===== src/rtl/msgcap_pkg.sv =====
package msgcap_pkg;
  typedef enum logic [1:0] {
    ST_IDLE  = 2'd0,
    ST_ARMED = 2'd1,
    ST_DONE  = 2'd2,
    ST_ERR   = 2'd3
  } cap_state_t;

  localparam int CTRL_CLR_BIT = 0;
  localparam int CTRL_ARM_BIT = 1;

  localparam int STAT_DONE_BIT = 0;
  localparam int STAT_ERR_BIT  = 1;
  localparam int STAT_IDLE_BIT = 2;
  localparam int STAT_CNT_LSB  = 16;
  localparam int STAT_CNT_W    = 16;
endpackage


===== src/rtl/msgcap_fsm.sv =====
module msgcap_fsm
  import msgcap_pkg::*;
#(
  parameter int DEPTH = 16,
  parameter int AW    = $clog2(DEPTH),
  parameter int CW    = $clog2(DEPTH + 1)
) (
  input  logic          clk,
  input  logic          rst_n,
  input  logic          clr_cmd,
  input  logic          arm_cmd,
  input  logic          in_valid,
  input  logic          in_last,
  output logic          in_ready,
  output logic          wr_en,
  output logic [AW-1:0] wr_idx,
  output cap_state_t    state_o,
  output logic [CW-1:0] cnt_o
);
  localparam logic [CW-1:0] LAST_IDX  = CW'(DEPTH - 1);
  localparam logic [CW-1:0] DEPTH_CNT = CW'(DEPTH);

  cap_state_t    state_q, state_d;
  logic [CW-1:0] cnt_q, cnt_d;
  logic          accept;
  logic          arm_eff;

  assign in_ready = (state_q == ST_ARMED);
  assign accept   = in_valid && in_ready;
  assign arm_eff  = arm_cmd && !clr_cmd;
  assign wr_en    = accept && !clr_cmd;
  assign wr_idx   = cnt_q[AW-1:0];

  always_comb begin
    state_d = state_q;
    cnt_d   = cnt_q;
    if (clr_cmd) begin
      state_d = ST_IDLE;
      cnt_d   = '0;
    end else begin
      unique case (state_q)
        ST_IDLE: if (arm_eff) state_d = ST_ARMED;
        ST_ARMED: begin
          if (accept) begin
            cnt_d = cnt_q + CW'(1);
            if (in_last)                state_d = ST_DONE;
            else if (cnt_q == LAST_IDX) state_d = ST_ERR;
          end
        end
        default: state_d = state_q;
      endcase
    end
  end

  always_ff @(posedge clk) begin
    if (!rst_n) begin
      state_q <= ST_IDLE;
      cnt_q   <= '0;
    end else begin
      state_q <= state_d;
      cnt_q   <= cnt_d;
    end
  end

  assign state_o = state_q;
  assign cnt_o   = cnt_q;

  a_r4_count_step: assert property (@(posedge clk) disable iff (!rst_n)
    (accept && !clr_cmd) |=> (cnt_q == $past(cnt_q) + CW'(1)));

  a_r6_last_done: assert property (@(posedge clk) disable iff (!rst_n)
    (accept && in_last && !clr_cmd) |=> (state_q == ST_DONE && !in_ready));

  a_r7_no_overflow: assert property (@(posedge clk) disable iff (!rst_n)
    (cnt_q <= DEPTH_CNT));

  a_r7_full_error: assert property (@(posedge clk) disable iff (!rst_n)
    (accept && !in_last && !clr_cmd && cnt_q == LAST_IDX) |=> (state_q == ST_ERR && cnt_q == DEPTH_CNT));

  a_r2_clear_idle: assert property (@(posedge clk) disable iff (!rst_n)
    clr_cmd |=> (state_q == ST_IDLE && cnt_q == '0));

  a_r3_start_ignored: assert property (@(posedge clk) disable iff (!rst_n)
    (arm_cmd && !clr_cmd && (state_q == ST_DONE || state_q == ST_ERR)) |=> $stable(state_q));
endmodule


===== src/rtl/msgcap_store.sv =====
module msgcap_store #(
  parameter int DEPTH  = 16,
  parameter int DATA_W = 32,
  parameter int AW     = $clog2(DEPTH),
  parameter int RA_W   = AW + 1
) (
  input  logic              clk,
  input  logic              rst_n,
  input  logic              wr_en,
  input  logic [AW-1:0]     wr_idx,
  input  logic [DATA_W-1:0] wr_data,
  input  logic [RA_W-1:0]   rd_addr,
  output logic [DATA_W-1:0] rd_data
);
  localparam logic [RA_W-1:0] DEPTH_A = RA_W'(DEPTH);

  logic [DATA_W-1:0] mem [DEPTH];

  always_ff @(posedge clk) begin
    if (wr_en) mem[wr_idx] <= wr_data;
  end

  always_ff @(posedge clk) begin
    if (!rst_n)                rd_data <= '0;
    else if (rd_addr < DEPTH_A) rd_data <= mem[rd_addr[AW-1:0]];
    else                        rd_data <= '0;
  end

  a_r10_range_zero: assert property (@(posedge clk) disable iff (!rst_n)
    (rd_addr >= DEPTH_A) |=> (rd_data == '0));
endmodule


===== src/rtl/msgcap_status.sv =====
module msgcap_status
  import msgcap_pkg::*;
#(
  parameter int CW = 5
) (
  input  cap_state_t    state_i,
  input  logic [CW-1:0] cnt_i,
  output logic [31:0]   status_word,
  output logic          irq
);
  always_comb begin
    status_word = '0;
    status_word[STAT_CNT_LSB +: STAT_CNT_W] = STAT_CNT_W'(cnt_i);
    status_word[STAT_DONE_BIT] = (state_i == ST_DONE);
    status_word[STAT_ERR_BIT]  = (state_i == ST_ERR);
    status_word[STAT_IDLE_BIT] = (state_i == ST_IDLE);
  end

  assign irq = (state_i == ST_DONE) || (state_i == ST_ERR);
endmodule


===== src/rtl/msgcap_top.sv =====
module msgcap_top
  import msgcap_pkg::*;
#(
  parameter int DEPTH  = 16,
  parameter int DATA_W = 32
) (
  input  logic                       clk,
  input  logic                       rst_n,
  input  logic                       ctrl_we,
  input  logic [1:0]                 ctrl_wdata,
  output logic [31:0]                status_word,
  output logic                       irq,
  input  logic                       in_valid,
  output logic                       in_ready,
  input  logic [DATA_W-1:0]          in_data,
  input  logic                       in_last,
  input  logic [$clog2(DEPTH):0]     rd_addr,
  output logic [DATA_W-1:0]          rd_data
);
  localparam int AW   = $clog2(DEPTH);
  localparam int CW   = $clog2(DEPTH + 1);
  localparam int RA_W = AW + 1;

  logic          clr_cmd, arm_cmd, wr_en;
  logic [AW-1:0] wr_idx;
  cap_state_t    state;
  logic [CW-1:0] cnt;

  assign clr_cmd = ctrl_we && ctrl_wdata[CTRL_CLR_BIT];
  assign arm_cmd = ctrl_we && ctrl_wdata[CTRL_ARM_BIT];

  msgcap_fsm #(.DEPTH(DEPTH), .AW(AW), .CW(CW)) u_fsm (
    .clk(clk), .rst_n(rst_n), .clr_cmd(clr_cmd), .arm_cmd(arm_cmd),
    .in_valid(in_valid), .in_last(in_last), .in_ready(in_ready),
    .wr_en(wr_en), .wr_idx(wr_idx), .state_o(state), .cnt_o(cnt)
  );

  msgcap_store #(.DEPTH(DEPTH), .DATA_W(DATA_W), .AW(AW), .RA_W(RA_W)) u_store (
    .clk(clk), .rst_n(rst_n), .wr_en(wr_en), .wr_idx(wr_idx),
    .wr_data(in_data), .rd_addr(rd_addr), .rd_data(rd_data)
  );

  msgcap_status #(.CW(CW)) u_status (
    .state_i(state), .cnt_i(cnt), .status_word(status_word), .irq(irq)
  );

  a_r9_irq_clear: assert property (@(posedge clk) disable iff (!rst_n)
    clr_cmd |=> (!irq && status_word[STAT_IDLE_BIT]));

  a_r5_ready_quiet: assert property (@(posedge clk) disable iff (!rst_n)
    (irq || status_word[STAT_IDLE_BIT]) |-> !in_ready);
endmodule


===== config.mk =====
export PLATFORM = sky130hd
export DESIGN_NAME = msgcap_top
export DESIGN_NICKNAME = d
export VERILOG_FILES = /design/src/rtl/msgcap_pkg.sv /design/src/rtl/msgcap_fsm.sv /design/src/rtl/msgcap_store.sv /design/src/rtl/msgcap_status.sv /design/src/rtl/msgcap_top.sv
export SDC_FILE = /design/constraint.sdc
export NUM_CORES = 1
export LEC_CHECK = 0
export ABC_AREA = 1
export BUFFER_PORTS_ARGS = -buffer_cell sky130_fd_sc_hd__buf_4
export CAP_MARGIN = 20
export CORE_UTILIZATION = 50
export CTS_CLUSTER_DIAMETER = 120
export DETAILED_ROUTE_END_ITERATION = 7
export GPL_TIMING_DRIVEN = 0
export PLACE_DENSITY = 0.7
export SLEW_MARGIN = 20
export SYNTH_ARGS = -nofsm -noshare
export SYNTH_HDL_FRONTEND = slang
export SYNTH_SLANG_ARGS = --single-unit

===== constraint.sdc =====
create_clock -name clk -period 6.2 [get_ports clk]
set_input_delay 1.86 -clock clk [delete_from_list [all_inputs] [get_ports clk]]
set_output_delay 1.86 -clock clk [all_outputs]
set_load 0.02 [all_outputs]

Word level (Yosys, flattened, before mapping):

Memories as Yosys holds them, arrays and structs flattened. A register that Yosys moved wholly into a read port is not among the register bits.
Cells that the tools add are included.

* add/sub/neg operators: 1
* multipliers: 0
* div/mod/pow operators: 0
* magnitude comparators: 1
* equal/unequal tests: 7
* shifts and indexed selects: 0
* muxes and demuxes: 7
* bitwise operators: 1
* reduce and logical (&&, ||, !) cells: 14

Operator list (count)
* $mux W2: 4
* $add A5 B1 Y5 const B: 1
* $eq A5 B4 Y1 const B: 1
* $logic_and A1 B1 Y1: 5
* $lt A5 B5 Y1 const B: 1
* $eq A2 B2 Y1 const B: 2
* $pmux W2 S2: 1
* $reduce_and A2 Y1: 2
* $reduce_and A4 Y1: 1
* $ne A3 B3 Y1 const B: 1
* $eq A2 B1 Y1 const B: 1
* $logic_not A1 Y1: 2
* $logic_not A2 Y1: 1
* $mux W1: 2
* $ne A2 B1 Y1 const B: 1
* $ne A2 B2 Y1 const B: 1
* $reduce_bool A2 Y1: 1
* $reduce_or A2 Y1: 1
* $logic_or A1 B1 Y1: 1
* $not A1 Y1: 1

* flip-flop bits (word level): 7
* latch bits: 0
* memory bits (writable): 512
* memory bits (read-only): 0
* bits of input ports: 44
* output and inout port bits: 66
* word-level logic and storage cells: 34
* memories: 1

Memory list
* u_store.mem: depth 16, width 32, read ports 1, clocked after Yosys merged registers in 1, wr ports 1, line msgcap_store.sv:17 `logic [DATA_W-1:0] mem [DEPTH];`

Longest topological paths before layout:

Gate-level depths: netlist (run 1).

* depth in word-level cells: 5
* gate-level depth with buffers: 10
* mapped depth without buffers: 8

Hierarchy:

Synthesis (run 1) repeated with hierarchy kept, for this count alone.

* cell total of the unflattened synthesis: 2159
* area total of the unflattened synthesis: 23178.5 um2

By module, submodules not included
* msgcap_store: times used 1, cells an instance 2063, area an instance 22509.1 um2, sequential area each 16015.4 um2
* msgcap_fsm: times used 1, cells an instance 56, area an instance 407.9 um2, sequential area each 140.1 um2
* msgcap_status: times used 1, cells an instance 36, area an instance 246.5 um2, sequential area each 0.0 um2
* msgcap_top: times used 1, cells an instance 4, area an instance 15.0 um2, sequential area each 0.0 um2

Least setup slack after synthesis (run 1):

OpenSTA, ideal clock, no wires.

* kind: input-to-reg
* start point: input port in_valid
* end point: memory u_store.mem[8][0], enable pin
* library setup time: 0.461 ns
* arrival time: 4.462 ns
* required time: 5.739 ns
* setup slack: 1.277 ns
* stages: 4
* buffers on the path: 0
* path through: nand2_1 -> nor2_2 -> inv_1 -> nor3_1

* longest elaborated chain between the ends: 4

Ends and longest elaborated chain
* start: declaration: line msgcap_top.sv:13 `input logic in_valid,`
* $logic_and A1 B1 Y1: line msgcap_fsm.sv:29 `assign accept = in_valid && in_ready;`
* $logic_and A1 B1 Y1: line msgcap_fsm.sv:31 `assign wr_en = accept && !clr_cmd;`
* $mux W1: line msgcap_store.sv:20 `if (wr_en) mem[wr_idx] <= wr_data;`
* $mux W1 (not written as such): line msgcap_store.sv:20
* end: declaration: line msgcap_store.sv:17

No other way between the ends.

Worst setup path in the final report (run 1):

* start point: input port in_valid
* end point: memory u_store.mem[0][21], enable pin

The elaborated chain is that of the path after synthesis.

==> results.toml, run 1 <==
[outcome]
outcome = "complete, no violations"

[clocking]
cts_hold_buf = 0
cts_setup_buffers = 0
ctsResizeCount = 0
clock_path_buffers = 3
clkLatencyLatePin_ps = 620
cts_max_level = 2
numCtsBuffers = 55
cts_tree = "yes"
cts-root-buf = "clkbuf_16"
path_clk_slew_ps = 60
cts.sinks = 551

[global_routing]
grt_pass1_wl_microns = 95800
antenna_found_initial = 1
grt_max_degree = 20
grt_util_all_layers = 0.282
overflow = 0
grt_pass1_vias = 15800

[critical_path]
worstPathRequired_ps = 6500
critPathLaunchType = "input pin"
crit_type = "in -> reg"
crit_chain = "buf_4 -> nand2_1 -> nor2_2 -> nand3_1 -> nor2_4 -> buf_16"
cp_slowest_cell = "nor2_4"
critical_path.max_fanout = 17
endpoint_kind = "register"
arrival_ps = 3690
slowest_delay_ps = 730
crit_family = "simple AND/OR/NAND/NOR gates"
path_buf_inv = 2

[power_and_ir_drop]
power.share.clock = 0.418
swShare = 0.225
power_density_mw_per_mm2 = 294
comb_power_share = 0.066
power_switching_uw = 1780
power_uw = 7910
p_int_uw = 6130
max-vdd-ir-drop_v = 0.000247
leakage_uw = 0.0113
share_seq_of_total_power = 0.516

[routing]
drc = 0
routed_wirelength_microns = 65500
firstDrtPassIters = 5
ant_nets = 0
wl_per_cell_microns = 21.9
drt-vias-per-instance = 5.44
drt-initial-drc-count = 2050
via_count = 16300

[synthesis]
yosysWarningCount = 0
syn-cell-area_sq_mm = 0.0230
seq_area_frac_synth = 0.701
ys_seq_elements = 551
syn-instance-count = 2143
ys_types = 24
syn_avg_cell_area_sq_um = 10.8

[sta]
hold_viol_final = 0
timing.fmax_ghz = 0.295
rsz0062_at_grt = "false"
finalSetupViolCount = 0
worst_pin_slew_ps = 1200
finalCritPeriodShare = 0.547
slew_violations = 0
worst_slew_margin_rel = 0.200
period_minus_slack_ps = 3390
holdWs_ps = 566
clock_skew_ps = 19.1

[floorplanning]
die-height_microns = 217
die_x_microns = 217
ioPinCount = 110
core_area_sq_mm = 0.0454
initial_core_util = 0.508
die_area_sq_mm = 0.0469
rows = 78

[layout]
syn2layout_area_growth_pct = 16.8
finalNonFillerCells = 2986
drive_above_1_share = 0.134
n_antenna_cell = 0
finalNetCount = 2389
final_util = 0.593

[place]
routabilityCongestion = 0.825
dp_cells = 2883
dp_hpwl_microns = 42400
io_buffers = 83

[run]
cap_violations = 0

[min_path]
hold_path.class = "reg -> reg"
## area by class of cell
| type | instances | area (sq um) |
|---|---|---|
| clock buffer | 74 | 1540 |
| sequential | 551 | 16200 |
| tap | 600 | 751 |
| buffer | 133 | 885 |
| fill | 3574 | 18500 |
| inverter | 280 | 1050 |
| clock inverter | 29 | 245 |
| timing repair buffer | 117 | 1140 |
| multi-input combinational | 1202 | 5140 |
## placed cells by master (no fill, tap or decap), types with 6 or more instances in the layout
cell type / n
clkinv_2: 15
dfxtp_1: 39
buf_16: 8
nand3_1: 325
a21oi_1: 35
buf_1: 16
clkbuf_1: 30
clkinv_1: 7
nor2_1: 6
buf_6: 31
buf_12: 7
buf_2: 43
conb_1: 24
clkbuf_16: 57
nor2_4: 12
inv_1: 278
buf_4: 125
nand2_1: 781
edfxtp_1: 512
## final timing paths
kind,start,endpoint,slack [ps],cells past startpoint
setup reg to reg,u_fsm.state_o[0]$_SDFFE_PP0P_,u_store.mem[0][21]$_DFFE_PP_,3560,7
setup / recovery,in_valid,u_store.mem[0][21]$_DFFE_PP_,2810,6
hold reg to reg,u_fsm.cnt_o[4]$_SDFFE_PP0P_,u_fsm.cnt_o[4]$_SDFFE_PP0P_,570,2
hold / removal,u_fsm.cnt_o[4]$_SDFFE_PP0P_,u_fsm.cnt_o[4]$_SDFFE_PP0P_,570,2
## power by group through the flow
stage	registers [uW]	clock network [uW]	logic, uW
6_report	4080	3310	523
5_1_grt	4080	3450	558
4_1_cts	4080	3320	514
3_5_place_dp	4160	0	511
3_3_place_gp	4160	0	497
2_1_floorplan	4170	0	265
## Yosys cell counts (all sizes together)
cell | n | share of area
nand2 | 781 | 0.13
a31oi | 1 | 0.00027
a21oi | 35 | 0.0076
clkbuf | 18 | 0.0029
inv | 280 | 0.046
buf | 115 | 0.035
a221oi | 1 | 0.00038
nand3 | 325 | 0.071
a211oi | 1 | 0.00033
o21ai | 5 | 0.0011
ha | 5 | 0.0027
nor3 | 4 | 0.00087
edfxtp | 512 | 0.67
dfxtp | 39 | 0.034
conb | 1 | 0.00016
nor2 | 20 | 0.0035
## worst min-delay path, stage by stage (launching register included)
cell     delay (ps)
dfxtp_1         320
o21ai_0         160
a21oi_1          40
## through the flow
step / instance area [sq um] / worst slack [ps] / TNS, ps
2_1_floorplan: 23100 / 1280 / 0
3_3_place_gp: 24500 / -1800 / -219410
3_5_place_dp: 25100 / 2160 / 0
4_1_cts: 26900 / 2800 / 0
5_1_grt: 26900 / 2670 / 0
6_report: 26900 / 2810 / 0
## logic make-up (layout without fill, tap and decap cells)
group,Yosys count,in the layout,share of synthesized area
and+or+nand+nor,1130,1130,0.202
adders and majority gates,5,5,0.00272
other,1,24,0.000163
AOI/OAI and AO/OA,43,43,0.00967
buffers and inverters,413,633,0.0841
DFF,551,551,0.701
## layer usage
metal / GRT usage / part of all wire
met5: 0 / 0.00018
met4: 0.148 / 0.049
met3: 0.0540 / 0.11
met2: 0.456 / 0.47
met1: 0.362 / 0.37
## state kept, by name, summed over array words and instances, names as in the netlist
signal	cells
u_store.rd_data	32
u_fsm.cnt_o	5
u_store.mem	512
u_fsm.state_o	2
(Power assumes the default switching activity.)
==> run 2: changes to the inputs <==
--- a/config.mk
+++ b/config.mk
@@ -5,7 +5,7 @@
 export SDC_FILE = /design/constraint.sdc
 export NUM_CORES = 1
 export LEC_CHECK = 0
-export ABC_AREA = 1
+export ABC_AREA = 0
 export BUFFER_PORTS_ARGS = -buffer_cell sky130_fd_sc_hd__buf_4
 export CAP_MARGIN = 20
 export CORE_UTILIZATION = 50
==> constraint.sdc (replaced) <==
create_clock -name clk -period 3.15 [get_ports clk]
set_input_delay 0.945 -clock clk [delete_from_list [all_inputs] [get_ports clk]]
set_output_delay 0.945 -clock clk [all_outputs]
set_load 0.02 [all_outputs]
==> results.toml, run 2 <==
[routing]
wl_per_cell_microns = 25.5
routed_wirelength_microns = 49100
ant_nets = 0
via_count = 11300
drc = 0
drt-initial-drc-count = 998
drt-vias-per-instance = 5.83
firstDrtPassIters = 5

[sta]
finalSetupViolCount = 0
rsz0062_at_grt = "false"
finalCritPeriodShare = 0.862
period_minus_slack_ps = 2710
worst_slew_margin_rel = 0.342
slew_violations = 0
timing.fmax_ghz = 0.368
holdWs_ps = 513
clock_skew_ps = 11.0
hold_viol_final = 0
worst_pin_slew_ps = 987

[clocking]
cts.sinks = 551
cts_max_level = 2
cts_setup_buffers = 0
ctsResizeCount = 0
numCtsBuffers = 54
cts_tree = "yes"
cts_hold_buf = 0
clkLatencyLatePin_ps = 600
cts-root-buf = "clkbuf_16"
clock_path_buffers = 3
path_clk_slew_ps = 60

[place]
placed_area_sq_mm = 0.0232
routabilityCongestion = 0.746
dp_hpwl_microns = 31200
io_buffers = 83

[synthesis]
seq_area_frac_synth = 0.766
synth_edf_count = 512
ys_dominant_reg_cell = "edfxtp_1"
ys_types = 38
ys_seq_elements = 551
synthTopCellsByArea = "edfxtp_1 73%, mux2i_1 11%, dfxtp_1 3.7%"
syn_avg_cell_area_sq_um = 18.1
synth_common_cells = "512 x edfxtp_1, 226 x mux2i_1, 98 x a22oi_1, 54 x nand2_1, 39 x dfxtp_1"
syn-cell-area_sq_mm = 0.0211
yosysWarningCount = 0
synth_most_common_cell = "edfxtp_1"
async_flop_share = 0
yosys.area.top_type = "edfxtp_1"
syn-instance-count = 1164
synth_top_area_frac = 0.729

[layout]
layout_common_cells = "512 x edfxtp_1, 226 x mux2i_1, 121 x buf_4"
nFillCells = 2917
largest_reg_flops = 512
final_common_cell = "edfxtp_1"
syn2layout_area_growth_pct = 18.9
regMostFlops = "u_store.mem"
finalNetCount = 1402
fin_area_sq_mm = 0.0251
drive_above_1_share = 0.210
n_antenna_cell = 0

[power_and_ir_drop]
swShare = 0.204
power_uw = 15500
power.share.clock = 0.432
leakage_uw = 0.00898
comb_power_share = 0.050
p_int_uw = 12300
share_seq_of_total_power = 0.518
power_density_mw_per_mm2 = 618
power_switching_uw = 3160
max-vdd-ir-drop_v = 0.000750

[critical_path]
critPathLaunchType = "input pin"
worstPathRequired_ps = 3450
r2r_cells = 8
timing.reg2reg.setup_slack_ps = 440
worstReg2RegStart = "u_fsm.state_o[0]$_SDFFE_PP0P_"
critical_path.max_fanout = 11
arrival_ps = 3010
crit_type = "in -> reg"
reg2reg_to = "u_store.mem[1][0]$_DFFE_PP_"
endpoint_kind = "register"

[outcome]
outcome = "complete, no violations"

[min_path]
hold_path.class = "reg -> reg"
hold_start = "u_fsm.cnt_o[4]$_SDFFE_PP0P_"
worstHoldPathCells = 2
hold_end = "u_fsm.cnt_o[4]$_SDFFE_PP0P_"

[global_routing]
grt_util_all_layers = 0.231
overflow = 0
grt_pass1_vias = 11400
antenna_found_initial = 0
grt_pass1_wl_microns = 72300
grt_max_degree = 20

[floorplanning]
initial_core_util = 0.512
ioPinCount = 110
core_area_sq_mm = 0.0412
die_x_microns = 207
rows = 74
die_area_sq_mm = 0.0430
die-height_microns = 207

[run]
cap_violations = 0
run 2: how the worst max path moves through the flow:
stage / cells past startpoint / startpoint / slack (ps) / endpoint
final: 9 / in_valid / 440 / u_store.mem[1][0]$_DFFE_PP_
after global routing: 8 / u_fsm.state_o[0]$_SDFFE_PP0P_ / 250 / u_store.mem[1][0]$_DFFE_PP_
after CTS: 8 / u_fsm.state_o[0]$_SDFFE_PP0P_ / 420 / u_store.mem[1][0]$_DFFE_PP_
after detailed placement: 9 / in_valid / -190 / u_store.mem[1][15]$_DFFE_PP_
after global placement: 6 / in_valid / -1990 / u_store.mem[7][15]$_DFFE_PP_
after floorplan: 5 / in_valid / -200 / u_store.mem[4][0]$_DFFE_PP_
run 2: cells by family after synthesis:
kind of cell | synth area share
adder cells (fa/ha/maj) | 0.00297
multiplexers | 0.123
buffers and inverters | 0.0305
other | 0.000178
AND/OR/NAND/NOR | 0.0253
flip-flops | 0.766
AO/OA/AOI/OAI | 0.0500
XOR/XNOR | 0.00125
run 2: metal layers:
layer	wire (microns)	vias to the layer above	track usage	part of all wire
li1	-	4942	-	-
met3	3540	100	0.0396	0.072
met5	0	-	0	0
met1	19800	5721	0.303	0.40
met2	24200	497	0.387	0.49
met4	1620	0	0.0870	0.033
run 2: critical path, cell delays in order:
cell and delay [ps]:
buf_4 80, and3b_1 160, buf_2 190, and2_1 220, nand2_1 270, nor3_4 540, buf_8 250, buf_8 170
buf_8 170
run 2: cell type report:
cell class | instances | area (sq um) | share of cell area
repair buffers | 110 | 1220 | 0.0486
well taps | 532 | 666 | 0.0266
multi-input cells | 543 | 4500 | 0.180
flip-flops and latches | 551 | 16200 | 0.645
clock inverters | 22 | 254 | 0.0101
clock buffers | 79 | 1620 | 0.0646
inverters | 5 | 18.8 | 0.000749
plain buffers | 88 | 623 | 0.0249
run 2: per-stage QoR:
step	utilization	setup TNS [ps]	std cells	setup WS [ps]
2_1_floorplan	-	-72400	1187	-198
5_1_grt	0.608	0	1930	251
3_3_place_gp	0.546	-869510	1802	-1990
6_report	0.608	0	1930	436
3_5_place_dp	0.563	-3670	1829	-192
4_1_cts	0.608	0	1930	416
run 2: power groups by stage:
stage                     clock, uW  combinational [uW]  sequential (uW)
after CTS                      6760                 773             8030
after detailed placement          0                 770             8180
after global placement            0                 750             8180
final                          6700                 770             8030
after floorplan                   0                 400             8220
after global routing           7030                 819             8020
